**src/rtl/ivs_pkg.sv**
```systemverilog
// Shared constants and types for the acknowledge vector sequencer.
// Assumes an 8-bit data bus and eight request levels.
package ivs_pkg;
    localparam int LVL_W   = 3;
    localparam int NLVL    = 1 << LVL_W;
    localparam int BYTE_W  = 8;
    localparam logic [BYTE_W-1:0] CALL_OPCODE = 8'hCD;
    localparam logic [LVL_W-1:0]  IDLE_LEVEL  = LVL_W'(NLVL - 1);

    typedef enum logic [2:0] {
        BK_NONE,
        BK_OPCODE,
        BK_ADDR_LO,
        BK_ADDR_HI,
        BK_VECTOR
    } byte_kind_t;
endpackage

```
**src/rtl/ivs_pulse_track.sv**
```systemverilog
// Samples the acknowledge strobe, finds pulse edges and counts the pulses
// of one sequence. It also abandons a stale sequence on a long gap or on
// a protocol change.
// Assumes iack_n is already synchronous to clk.
module ivs_pulse_track #(
    parameter int GAP_LIMIT = 64
) (
    input  logic       clk,
    input  logic       rst_n,
    input  logic       iack_n,
    input  logic       wide_mode,
    output logic       pulse_start,
    output logic       pulse_end,
    output logic       first_pulse,
    output logic [1:0] pulse_num,
    output logic       seq_done,
    output logic       busy,
    output logic       mode_q
);
    localparam int GW = $clog2(GAP_LIMIT + 1);

    logic          ack_q;
    logic [1:0]    cnt;
    logic [GW-1:0] gap;
    logic          last;
    logic          abort;

    assign pulse_start = ack_q & ~iack_n;
    assign pulse_end   = ~ack_q & iack_n;
    assign busy        = (cnt != 2'd0);
    assign first_pulse = pulse_start & ~busy;
    assign pulse_num   = busy ? cnt + 2'd1 : 2'd1;
    assign last        = mode_q ? (cnt == 2'd2) : (cnt == 2'd3);
    assign seq_done    = pulse_end & busy & last;
    assign abort       = busy & iack_n & ~seq_done &
                         ((gap == GW'(GAP_LIMIT - 1)) | (wide_mode != mode_q));

    // Delayed strobe sample used for edge detection.
    always_ff @(posedge clk) begin
        if (!rst_n) ack_q <= 1'b1;
        else        ack_q <= iack_n;
    end

    // Pulse counter with end-of-sequence and abandon handling.
    always_ff @(posedge clk) begin
        if (!rst_n) begin
            cnt    <= 2'd0;
            mode_q <= 1'b0;
        end else if (pulse_start) begin
            cnt <= pulse_num;
            if (!busy) mode_q <= wide_mode;
        end else if (seq_done || abort) begin
            cnt <= 2'd0;
        end
    end

    // Counts strobe-high samples taken in mid-sequence.
    always_ff @(posedge clk) begin
        if (!rst_n || !busy || pulse_start) gap <= '0;
        else if (iack_n)                    gap <= gap + GW'(1);
    end
endmodule

```
**src/rtl/ivs_byte_build.sv**
```systemverilog
// Combinational byte former: picks the byte kind for a pulse number and
// protocol, and assembles its value from programmed fields and level.
module ivs_byte_build
    import ivs_pkg::*;
(
    input  logic                wide_mode,
    input  logic                step4,
    input  logic [1:0]          pulse_num,
    input  logic [LVL_W-1:0]    level,
    input  logic [2:0]          call_lo,
    input  logic [BYTE_W-1:0]   call_hi,
    input  logic [4:0]          vec_top,
    output byte_kind_t          kind,
    output logic [BYTE_W-1:0]   value
);
    // Select kind and value for the pulse being started.
    always_comb begin
        kind  = BK_NONE;
        value = '0;
        if (wide_mode) begin
            if (pulse_num == 2'd2) begin
                kind  = BK_VECTOR;
                value = {vec_top, level};
            end
        end else begin
            case (pulse_num)
                2'd1: begin
                    kind  = BK_OPCODE;
                    value = CALL_OPCODE;
                end
                2'd2: begin
                    kind  = BK_ADDR_LO;
                    value = step4 ? {call_lo, level, 2'b00}
                                  : {call_lo[2:1], level, 3'b000};
                end
                2'd3: begin
                    kind  = BK_ADDR_HI;
                    value = call_hi;
                end
                default: begin
                    kind  = BK_NONE;
                    value = '0;
                end
            endcase
        end
    end
endmodule

```
**src/rtl/ivs_chain_sel.sv**
```systemverilog
// Decides which device of a chain owns each pulse, and drives the chain
// bus from a master while a sequence for a slave-fed input is open.
module ivs_chain_sel
    import ivs_pkg::*;
(
    input  logic             chain_en,
    input  logic             chain_master,
    input  logic [NLVL-1:0]  chain_map,
    input  logic [2:0]       chain_id,
    input  logic [2:0]       casc_in,
    input  logic [LVL_W-1:0] level_now,
    input  logic             busy,
    input  logic [LVL_W-1:0] level_q,
    output logic             opc_ok,
    output logic             vec_ok,
    output logic [2:0]       casc_out,
    output logic             casc_oe
);
    // Pulse ownership for opcode and vector bytes.
    always_comb begin
        opc_ok = ~chain_en | chain_master;
        if (!chain_en)        vec_ok = 1'b1;
        else if (chain_master) vec_ok = ~chain_map[level_now];
        else                  vec_ok = (casc_in == chain_id);
    end

    // Chain bus drive from the held level.
    always_comb begin
        casc_oe  = busy & chain_en & chain_master & chain_map[level_q];
        casc_out = casc_oe ? 3'(level_q) : 3'd0;
    end
endmodule

```
**src/rtl/ack_vector_seq.sv**
```systemverilog
// Top of the acknowledge vector sequencer. It captures the level at the
// first pulse, registers the bus byte and enable per pulse, and issues the
// automatic clear pulse. Assumes priority resolution happens elsewhere and
// that all inputs are synchronous to clk.
module ack_vector_seq
    import ivs_pkg::*;
#(
    parameter int GAP_LIMIT = 64
) (
    input  logic        clk,
    input  logic        rst_n,
    input  logic        iack_n,
    input  logic        req_valid,
    input  logic [2:0]  req_level,
    input  logic        wide_mode,
    input  logic        step4,
    input  logic [2:0]  call_lo,
    input  logic [7:0]  call_hi,
    input  logic [4:0]  vec_top,
    input  logic        auto_clr,
    input  logic        chain_en,
    input  logic        chain_master,
    input  logic [7:0]  chain_map,
    input  logic [2:0]  chain_id,
    input  logic [2:0]  casc_in,
    output logic [7:0]  vec_byte,
    output logic        vec_oe,
    output logic [2:0]  casc_out,
    output logic        casc_oe,
    output logic        isr_clr,
    output logic [2:0]  isr_clr_lvl
);
    logic             pulse_start, pulse_end, first_pulse, seq_done, busy, mode_q;
    logic [1:0]       pulse_num;
    logic [LVL_W-1:0] level_q, level_use;
    logic             mode_use;
    byte_kind_t       kind;
    logic [7:0]       value;
    logic             opc_ok, vec_ok, drive, owned;

    assign level_use = first_pulse ? (req_valid ? req_level : IDLE_LEVEL) : level_q;
    assign mode_use  = first_pulse ? wide_mode : mode_q;

    ivs_pulse_track #(.GAP_LIMIT(GAP_LIMIT)) u_track (
        .clk(clk), .rst_n(rst_n), .iack_n(iack_n), .wide_mode(wide_mode),
        .pulse_start(pulse_start), .pulse_end(pulse_end),
        .first_pulse(first_pulse), .pulse_num(pulse_num),
        .seq_done(seq_done), .busy(busy), .mode_q(mode_q)
    );

    ivs_byte_build u_build (
        .wide_mode(mode_use), .step4(step4), .pulse_num(pulse_num),
        .level(level_use), .call_lo(call_lo), .call_hi(call_hi),
        .vec_top(vec_top), .kind(kind), .value(value)
    );

    ivs_chain_sel u_chain (
        .chain_en(chain_en), .chain_master(chain_master), .chain_map(chain_map),
        .chain_id(chain_id), .casc_in(casc_in), .level_now(level_use),
        .busy(busy), .level_q(level_q), .opc_ok(opc_ok), .vec_ok(vec_ok),
        .casc_out(casc_out), .casc_oe(casc_oe)
    );

    assign drive = ((kind == BK_OPCODE) & opc_ok) |
                   (((kind == BK_ADDR_LO) | (kind == BK_ADDR_HI) | (kind == BK_VECTOR)) & vec_ok);

    // Bus byte, enable, held level and ownership per pulse.
    always_ff @(posedge clk) begin
        if (!rst_n) begin
            vec_oe   <= 1'b0;
            vec_byte <= '0;
            level_q  <= '0;
            owned    <= 1'b0;
        end else if (pulse_start) begin
            vec_oe   <= drive;
            vec_byte <= drive ? value : 8'd0;
            if (first_pulse) begin
                level_q <= level_use;
                owned   <= opc_ok;
            end else if (drive) begin
                owned   <= 1'b1;
            end
        end else if (pulse_end) begin
            vec_oe   <= 1'b0;
            vec_byte <= '0;
        end
    end

    // Automatic clear pulse at the close of a sequence this device served.
    always_ff @(posedge clk) begin
        if (!rst_n) begin
            isr_clr     <= 1'b0;
            isr_clr_lvl <= '0;
        end else begin
            isr_clr <= seq_done & auto_clr & owned;
            if (seq_done && auto_clr && owned) isr_clr_lvl <= level_q;
        end
    end
endmodule

```
**config.mk**
```make
export PLATFORM = sky130hd
export DESIGN_NAME = ack_vector_seq
export DESIGN_NICKNAME = d
export VERILOG_FILES = /design/src/rtl/ivs_pkg.sv /design/src/rtl/ivs_pulse_track.sv /design/src/rtl/ivs_byte_build.sv /design/src/rtl/ivs_chain_sel.sv /design/src/rtl/ack_vector_seq.sv
export SDC_FILE = /design/constraint.sdc
export NUM_CORES = 1
export LEC_CHECK = 0
export BUFFER_PORTS_ARGS = -buffer_cell sky130_fd_sc_hd__buf_2
export CAP_MARGIN = 30
export CORE_MARGIN = 5
export CORE_UTILIZATION = 45
export DETAILED_ROUTE_END_ITERATION = 10
export GPL_TIMING_DRIVEN = 0
export PLACE_DENSITY = 0.81
export SLEW_MARGIN = 15
export SYNTH_ARGS = -nofsm -noshare
export SYNTH_HDL_FRONTEND = slang
export SYNTH_HIERARCHICAL = 1
export SYNTH_SLANG_ARGS = --single-unit
```
**constraint.sdc**
```tcl
create_clock -name clk -period 8.19 [get_ports clk]
set_input_delay 1.638 -clock clk [delete_from_list [all_inputs] [get_ports clk]]
set_output_delay 1.638 -clock clk [all_outputs]
set_load 0.05 [all_outputs]
```
==> run_results.csv, run 1 <==
group,metric,value,unit
run_status,status,"finished clean",
timing,fin_worst_skew,3.78,ps
worst_setup_path,path_max_fanout,3,
clocking,cts_setup_buffers,0,
clocking,cts-resized-gates,0,
timing,max_freq,229,MHz
place,gp_congestion,0.950,
route,first_pass_iters,4,
timing,relSlewSlack,67.6,%
clocking,cts.clk_slew.worst_paths,90,ps
clocking,cts_tree,"done",
logic_synthesis,avgSynthCellArea,9.15,sq um
place,place_ws,3830,ps
clocking,htreeDepth,1,
floorplan,rows,22,
floorplan,dieWidth,71.8,microns
global_route,grt_usage,16.2,%
worst_setup_path,max_stage_delay,500,ps
clocking,cts_buffer_depth,2,
worst_setup_path,cp_cell_sequence,"buf_2, mux4_2, mux2i_1, nor2b_1, buf_2",
worst_setup_path,path_common_cell,"buf_2",
worst_setup_path,worstReg2RegStart,"u_track/cnt[0]",
clocking,cts-root-buf,"clkbuf_8",
global_route,busiest_layer,"met2",
logic_synthesis,yosys_most_used_dff,"dfxtp_1",
global_route,gr-usage-met2,28.8,%
clocking,cts_inserted_buffers,3,
global_route,antenna_found_initial,0,
clocking,clkSinkCount,28,
final_layout,final_common_cell,"buf_2",
timing,fin_crit_sh,53.2,%
global_route,grt_util_met1,18.8,%
clocking,clk_latency,270,ps
timing,tightest_slew,486,ps
power,leakage,0.944,nW
timing,rsz0062_at_grt,"no",
route,drt-wirelength-per-cell,14.3,microns
worst_setup_path,r2r_cells,13,
floorplan,fp.dieH,71.8,microns
route,drtIter0Drc,102,
timing,fin_tns_setup,0,ps
power,power_density,154,mW/mm^2
logic_synthesis,ys_seq_area_share,32.6,%
global_route,grt_max_degree,16,
floorplan,ios,59,
logic_synthesis,syn_area,0.00172,sq mm
worst_setup_path,cpMaxStageDelayCell,"mux4_2",
final_layout,fin_nets,294,
worst_setup_path,r2r_end,"vec_byte[5]",
place,dp_hpwl,3400,microns
worst_setup_path,cp.arrival,2720,ps
timing,maxSlewViolCount,0,
power,ir_drop,0.0914,mV
route,vias_per_cell,5.45,
floorplan,die_area,0.00516,sq mm
floorplan,core,0.00369,sq mm
timing,fin_ws,3830,ps
flow_run,drv_cap,0,
worst_setup_path,cp-startpoint,"chain_map[7]",
logic_synthesis,synth_nets,232,
logic_synthesis,synth_cell_types,49,
logic_synthesis,async_flop_share,0,%
worst_setup_path,cp.required,6550,ps
final_layout,areaGrowthSynthToFinish,23.3,%
logic_synthesis,netlist_instances,188,
final_layout,drive_gt1_share,35.3,%
global_route,grt_pass1_vias,1535,
global_route,grt_pass1_wl,6640,microns
worst_setup_path,startpoint_type,"input pin",
power,p_total,0.327,mW
worst_setup_path,critical_path_class,"in -> out",
worst_setup_path,end_kind,"output port",
route,drc,0,
worst_setup_path,crit_end,"casc_oe",
logic_synthesis,ys_warn_count,6,
clocking,cts_hold_buf,0,
worst_setup_path,worst-r2r-setup-slack,4950,ps
place,portBuffers,57,
timing,finalHoldViolations,0,
worst_hold_path,hp-class,"reg -> reg",
route,wirelength,4250,microns
final_layout,post-route-util,57.5,%
final_layout,antenna_cells,0,
logic_synthesis,ys_ff_latch,28,
final_layout,final_cell_mix,"59 x buf_2, 28 x dfxtp_1, 22 x nor2_1",
route,drt.antenna.violating_nets,0,
route,vias,1618,
timing,min_period,4360,ps
floorplan,initial_core_util,46.6,%
global_route,grtUsageMet3,3.09,%
global_route,overflow,0,
timing,setup-violations-final,0,
timing,hold_ws,456,ps
logic_synthesis,synth_edf_count,0,
-- area by class of cell --
| class | count | area [sq um] |
|---|---|---|
| fillers | 356 | 1570 |
| multi-input cells | 146 | 1070 |
| flip-flops and latches | 28 | 561 |
| repair buffers | 57 | 285 |
| well taps | 48 | 60.1 |
| clock buffers | 4 | 55.1 |
| plain buffers | 6 | 55.1 |
| inverters | 8 | 30.0 |
-- critical path, delay by kind of cell --
kind,cells,cell delay (ps)
buffers and inverters,2,320
muxes,2,690
and+or+nand+nor,1,70
-- synth_stat cells, types with 4 or more instances --
cell,n,share of area (%)
nand3_1,15,4.4
nor2b_1,5,1.8
nor2_1,22,4.8
a21oi_1,7,2.0
inv_1,6,1.3
xor2_1,6,3.1
mux2i_1,10,5.8
a22o_1,8,4.1
o21ai_0,8,2.3
buf_6,4,2.6
nand2_1,9,2.0
dfxtp_1,28,33
-- kinds of logic (layout without fill, tap and decap cells) --
family	count (synthesis)	after routing	synth area share, %
and+or+nand+nor	79	79	26.8
AOI/OAI and AO/OA	40	40	17.0
DFF	28	28	32.6
muxes	16	16	12.6
buffers and inverters	14	75	4.94
xor gates and xnor gates	9	9	4.58
adders and majority gates	2	2	1.45
-- through the flow --
stage | area (sq um) | std cells
after floorplan | 1720 | 188
after global placement | 2070 | 293
after detailed placement | 2070 | 293
after CTS | 2120 | 297
after global routing | 2120 | 297
final | 2120 | 297
-- sequential cells by signal, indices dropped and copies added (netlist names) --
name            count
vec_byte            8
level_q             3
isr_clr             1
u_track/cnt         2
vec_oe              1
u_track/ack_q       1
u_track/gap         7
owned               1
u_track/mode_q      1
isr_clr_lvl         3
-- routing by layer --
layer | vias to the layer above | part of all wire [%]
met2 | 48 | 51
met1 | 756 | 41
met5 | - | 0
met3 | 9 | 6.1
li1 | 805 | -
met4 | 0 | 2.1
-- how the worst min path moves through the flow --
stage	start	to	slack (ps)	cells after the start
after global placement	owned	owned	450	2
after CTS	owned	owned	460	2
after global routing	owned	owned	480	2
final	owned	owned	460	2
after detailed placement	owned	owned	450	2
after floorplan	owned	owned	420	2
-- power by group --
part	switching (mW)	leakage [nW]	internal [mW]
sequential	0.00539	0.228	0.142
clock	0.0422	0.0288	0.0430
combinational	0.0543	0.688	0.0396
No activity file was read; power rests on OpenSTA's default activity.
==> run 2, diff against run 1 <==
--- a/config.mk
+++ b/config.mk
@@ -11,7 +11,7 @@
 export CORE_UTILIZATION = 45
 export DETAILED_ROUTE_END_ITERATION = 10
 export GPL_TIMING_DRIVEN = 0
-export PLACE_DENSITY = 0.81
+export PLACE_DENSITY = 0.84
 export SLEW_MARGIN = 15
 export SYNTH_ARGS = -nofsm -noshare
 export SYNTH_HDL_FRONTEND = slang
==> constraint.sdc (replaced) <==
create_clock -name clk -period 3.5 [get_ports clk]
set_input_delay 0.7 -clock clk [delete_from_list [all_inputs] [get_ports clk]]
set_output_delay 0.7 -clock clk [all_outputs]
set_load 0.05 [all_outputs]
==> run_results.csv, run 2 (synthesized netlist as in run 1, its figures left out) <==
group,metric,value,unit
run_status,status,"finished clean",
flow_run,drv_cap,0,
timing,min_period,3120,ps
worst_setup_path,startpoint_type,"flop",
clocking,cts.clk_slew.worst_paths,100,ps
final_layout,final_common_cell,"buf_2",
power,clkPwrFrac,31.1,%
floorplan,dieWidth,71.8,microns
route,drt-wirelength-per-cell,14.5,microns
global_route,grt_max_degree,17,
route,vias_per_cell,5.50,
final_layout,drive_gt1_share,35.7,%
clocking,cts_inserted_buffers,3,
final_layout,areaGrowthSynthToFinish,24.4,%
place,portBuffers,57,
floorplan,fp.dieH,71.8,microns
final_layout,final_cell_mix,"59 x buf_2, 28 x dfxtp_1, 22 x nor2_1",
clocking,clk_latency,280,ps
timing,relSlewSlack,71.0,%
worst_setup_path,cp.required,3730,ps
timing,setup-violations-final,0,
global_route,grt_pass1_vias,1587,
power,p_total,0.825,mW
floorplan,core,0.00369,sq mm
place,dp_hpwl,3310,microns
clocking,cts_tree,"done",
final_layout,antenna_cells,0,
power,p_int,0.579,mW
worst_setup_path,cp.arrival,3350,ps
clocking,cts-root-buf,"clkbuf_8",
clocking,htreeDepth,1,
floorplan,ios,59,
route,drt.antenna.violating_nets,0,
route,wirelength,4320,microns
worst_setup_path,end_kind,"flop",
timing,hold_ws,471,ps
floorplan,initial_core_util,46.6,%
power,p_sw,0.246,mW
route,first_pass_iters,4,
global_route,antenna_found_initial,0,
floorplan,die_area,0.00516,sq mm
final_layout,top_regs,"vec_byte: 8 flops, u_track/gap: 7 flops",
timing,rsz0062_at_grt,"no",
power,power_density,385,mW/mm^2
global_route,grt_pass1_wl,6960,microns
worst_setup_path,worst-r2r-setup-slack,380,ps
clocking,cts_setup_buffers,0,
final_layout,top_register,"vec_byte",
timing,fin_worst_skew,5.70,ps
timing,fin_crit_sh,89.2,%
worst_setup_path,r2r_cells,13,
timing,max_freq,320,MHz
final_layout,fin_nets,294,
clocking,clkSinkCount,28,
power,p_seq_share,41.9,%
place,gp_congestion,0.872,
timing,finalHoldViolations,0,
clocking,cts_hold_buf,0,
power,swShare,29.8,%
worst_hold_path,hp-class,"reg -> reg",
power,ir_drop,0.290,mV
route,drtIter0Drc,89,
clocking,cts_buffer_depth,2,
worst_hold_path,hold_path_depth,2,
route,vias,1634,
power,leakage,0.951,nW
worst_setup_path,critical_path_class,"reg -> reg",
route,drc,0,
timing,maxSlewViolCount,0,
floorplan,rows,22,
timing,tightest_slew,436,ps
clocking,cts-resized-gates,0,
power,p_comb_share,27.0,%
timing,fin_tns_setup,0,ps
global_route,overflow,0,
worst_setup_path,path_max_fanout,10,
final_layout,largest_reg_flops,8,
global_route,grt_usage,16.7,%
run 2: cell count changes in the layout (fill, tap and decap cells not counted):
cell,change
a21oi_2,+1
a21oi_1,-1
bufinv_16,+1
clkbuf_8,-1
run 2: stage by stage:
step,setup slack (ps),utilization (%),instance area (sq um),cells
finish,379,58.0,2140,297
CTS,227,57.9,2140,297
floorplan,418,-,1720,188
global route,73.0,58.0,2140,297
global placement,167,56.0,2070,293
detailed placement,88.7,56.0,2070,293
run 2: worst paths after layout:
kind | from | to
worst max-delay path | u_track/cnt[0] | vec_byte[7]
worst min-delay path | owned | owned
worst max register to register | u_track/cnt[0] | vec_byte[7]
worst min register to register | owned | owned
run 2: layout make-up:
class / instances / area [sq um]
clock inverter: 1 / 30.0
sequential: 28 / 561
clock buffer: 3 / 41.3
fill: 351 / 1550
buffer: 6 / 55.1
timing repair buffer: 57 / 285
multi-input combinational: 146 / 1080
tap: 48 / 60.1
inverter: 8 / 30.0
run 2: power by group through the flow:
stage	registers, mW	logic [mW]	clock network, mW
floorplan	0.377	0.131	0
CTS	0.346	0.221	0.262
global placement	0.353	0.213	0
finish	0.346	0.223	0.256
detailed placement	0.353	0.217	0
global route	0.348	0.244	0.275
run 2: critical path, stage by stage, from the launching register on:
cell and delay (ps):
dfxtp_1 350, inv_1 60, ha_1 250, inv_1 120, nor2_1 120, buf_2 220
nor2_1 70, a21oi_2 260, mux4_1 610, mux2i_1 160, a21o_1 160, and4bb_1 280
o311a_4 280, a22o_1 140
run 2: per-layer routing:
metal / vias up / routed length [microns] / GRT usage, % / part of all wire [%]
met1: 765 / 1710 / 19.6 / 40
met3: 8 / 287 / 3.23 / 6.6
met2: 50 / 2240 / 29.9 / 52
met5: - / 0 / 0 / 0
met4: 0 / 86 / 5.85 / 2.0
li1: 811 / - / - / -
==> run 3, diff against run 2 <==
--- a/config.mk
+++ b/config.mk
@@ -8,10 +8,10 @@
 export BUFFER_PORTS_ARGS = -buffer_cell sky130_fd_sc_hd__buf_2
 export CAP_MARGIN = 30
 export CORE_MARGIN = 5
-export CORE_UTILIZATION = 45
+export CORE_UTILIZATION = 40
 export DETAILED_ROUTE_END_ITERATION = 10
 export GPL_TIMING_DRIVEN = 0
-export PLACE_DENSITY = 0.84
+export PLACE_DENSITY = 0.77
 export SLEW_MARGIN = 15
 export SYNTH_ARGS = -nofsm -noshare
 export SYNTH_HDL_FRONTEND = slang
==> run_results.csv, run 3 (synthesized netlist as in run 1, its figures left out) <==
group,metric,value,unit
clocking,cts_tree,"done",
global_route,overflow,0,
final_layout,antenna_cells,0,
global_route,grt_usage,14.0,%
floorplan,ios,59,
power,power_density,380,mW/mm^2
global_route,antenna_found_initial,0,
final_layout,areaGrowthSynthToFinish,24.6,%
timing,rsz0062_at_grt,"no",
timing,relSlewSlack,66.3,%
worst_setup_path,cp.required,3670,ps
clocking,cts_setup_buffers,0,
timing,tightest_slew,505,ps
final_layout,top_regs,"vec_byte: 8 flops, u_track/gap: 7 flops",
timing,maxSlewViolCount,0,
floorplan,core,0.00409,sq mm
worst_setup_path,cp.arrival,3270,ps
clocking,htreeDepth,1,
worst_setup_path,critical_path_class,"reg -> reg",
floorplan,initial_core_util,42.1,%
worst_setup_path,cp-startpoint,"u_track/cnt[0]",
clocking,cts_buffer_depth,2,
floorplan,rows,23,
worst_setup_path,path_max_fanout,10,
worst_setup_path,startpoint_type,"flop",
global_route,grt_pass1_wl,6170,microns
route,drc,0,
final_layout,fin_nets,294,
timing,max_freq,323,MHz
power,ir_drop,0.334,mV
clocking,clk_latency,270,ps
floorplan,fp.dieH,75.6,microns
timing,fin_crit_sh,88.4,%
place,dp.cells,295,
route,drt-wirelength-per-cell,13.6,microns
floorplan,die_area,0.00571,sq mm
timing,fin_tns_setup,0,ps
route,first_pass_iters,4,
worst_hold_path,hp-start,"owned",
final_layout,final_cells,299,
floorplan,dieWidth,75.6,microns
final_layout,final_cell_mix,"59 x buf_2, 28 x dfxtp_1, 22 x nor2_1",
global_route,grt_pass1_vias,1449,
power,leakage,0.951,nW
place,portBuffers,57,
clocking,cts.clk_slew.worst_paths,90,ps
final_layout,drive_gt1_share,35.7,%
clocking,cts-resized-gates,0,
worst_setup_path,worstReg2RegStart,"u_track/cnt[0]",
run_status,status,"finished clean",
flow_run,drv_cap,0,
final_layout,top_register,"vec_byte",
route,vias,1592,
final_layout,fillers,406,
route,drtIter0Drc,40,
route,vias_per_cell,5.32,
timing,fin_worst_skew,6.05,ps
final_layout,largest_reg_flops,8,
route,wirelength,4060,microns
timing,setup-violations-final,0,
clocking,cts_hold_buf,0,
final_layout,final_common_cell,"buf_2",
global_route,grt_max_degree,17,
timing,finalHoldViolations,0,
timing,min_period,3090,ps
place,gp_congestion,0.859,
worst_setup_path,end_kind,"flop",
route,drt.antenna.violating_nets,0,
place,dp_hpwl,3230,microns
worst_hold_path,hp-class,"reg -> reg",
clocking,clkSinkCount,28,
clocking,cts-root-buf,"clkbuf_8",
clocking,cts_inserted_buffers,3,
run 3: cell counts in the layout (fill, tap and decap cells not counted):
Identical to the previous run, type by type.
run 3: power by group:
part / internal [mW] / switching (mW)
clock: 0.153 / 0.0978
combinational: 0.0928 / 0.126
sequential: 0.333 / 0.0124
run 3: path summary, 6_finish.rpt:
kind | to | slack (ps) | cells after the start
worst max-delay path | vec_byte[1] | 410 | 13
worst min-delay path | owned | 450 | 2
worst max register to register | vec_byte[1] | 410 | 13
worst min register to register | owned | 450 | 2
run 3: final cells by class:
| class | count | area (sq um) | area share [%] |
|---|---|---|---|
| repair buffers | 57 | 285 | 13.3 |
| well taps | 50 | 62.6 | 2.92 |
| clock buffers | 3 | 41.3 | 1.93 |
| clock inverters | 1 | 30.0 | 1.40 |
| multi-input cells | 146 | 1080 | 50.3 |
| plain buffers | 6 | 55.1 | 2.57 |
| flip-flops and latches | 28 | 561 | 26.2 |
| inverters | 8 | 30.0 | 1.40 |
run 3: metal layers:
layer  vias to the layer above  GRT usage (%)  routed length, microns
met5                         -              0                       0
met3                         2           3.03                     240
met1                       739           17.3                    1700
li1                        814              -                       -
met2                        37           24.3                    2070
met4                         0           4.66                      45
run 3: through the flow:
step | cell area [sq um] | setup WS [ps] | hold WS (ps) | utilization (%) | total power, mW
2_1_floorplan | 1720 | 418 | 423 | - | 0.508
3_3_place_gp | 2070 | 55.9 | 439 | 50.6 | 0.567
3_5_place_dp | 2070 | 38.0 | 441 | 50.6 | 0.571
4_1_cts | 2140 | 208 | 455 | 52.4 | 0.827
5_1_grt | 2140 | 174 | 496 | 52.4 | 0.863
6_report | 2140 | 405 | 451 | 52.4 | 0.815
run 3: worst max-delay path, cell delays in order (launching register included):
cell	delay (ps)
dfxtp_1	350
inv_1	60
ha_1	250
inv_1	120
nor2_1	100
buf_2	200
nor2_1	60
a21oi_1	410
mux4_2	310
mux2i_1	70
a21o_1	190
and4bb_1	230
o311a_4	430
a22o_1	190
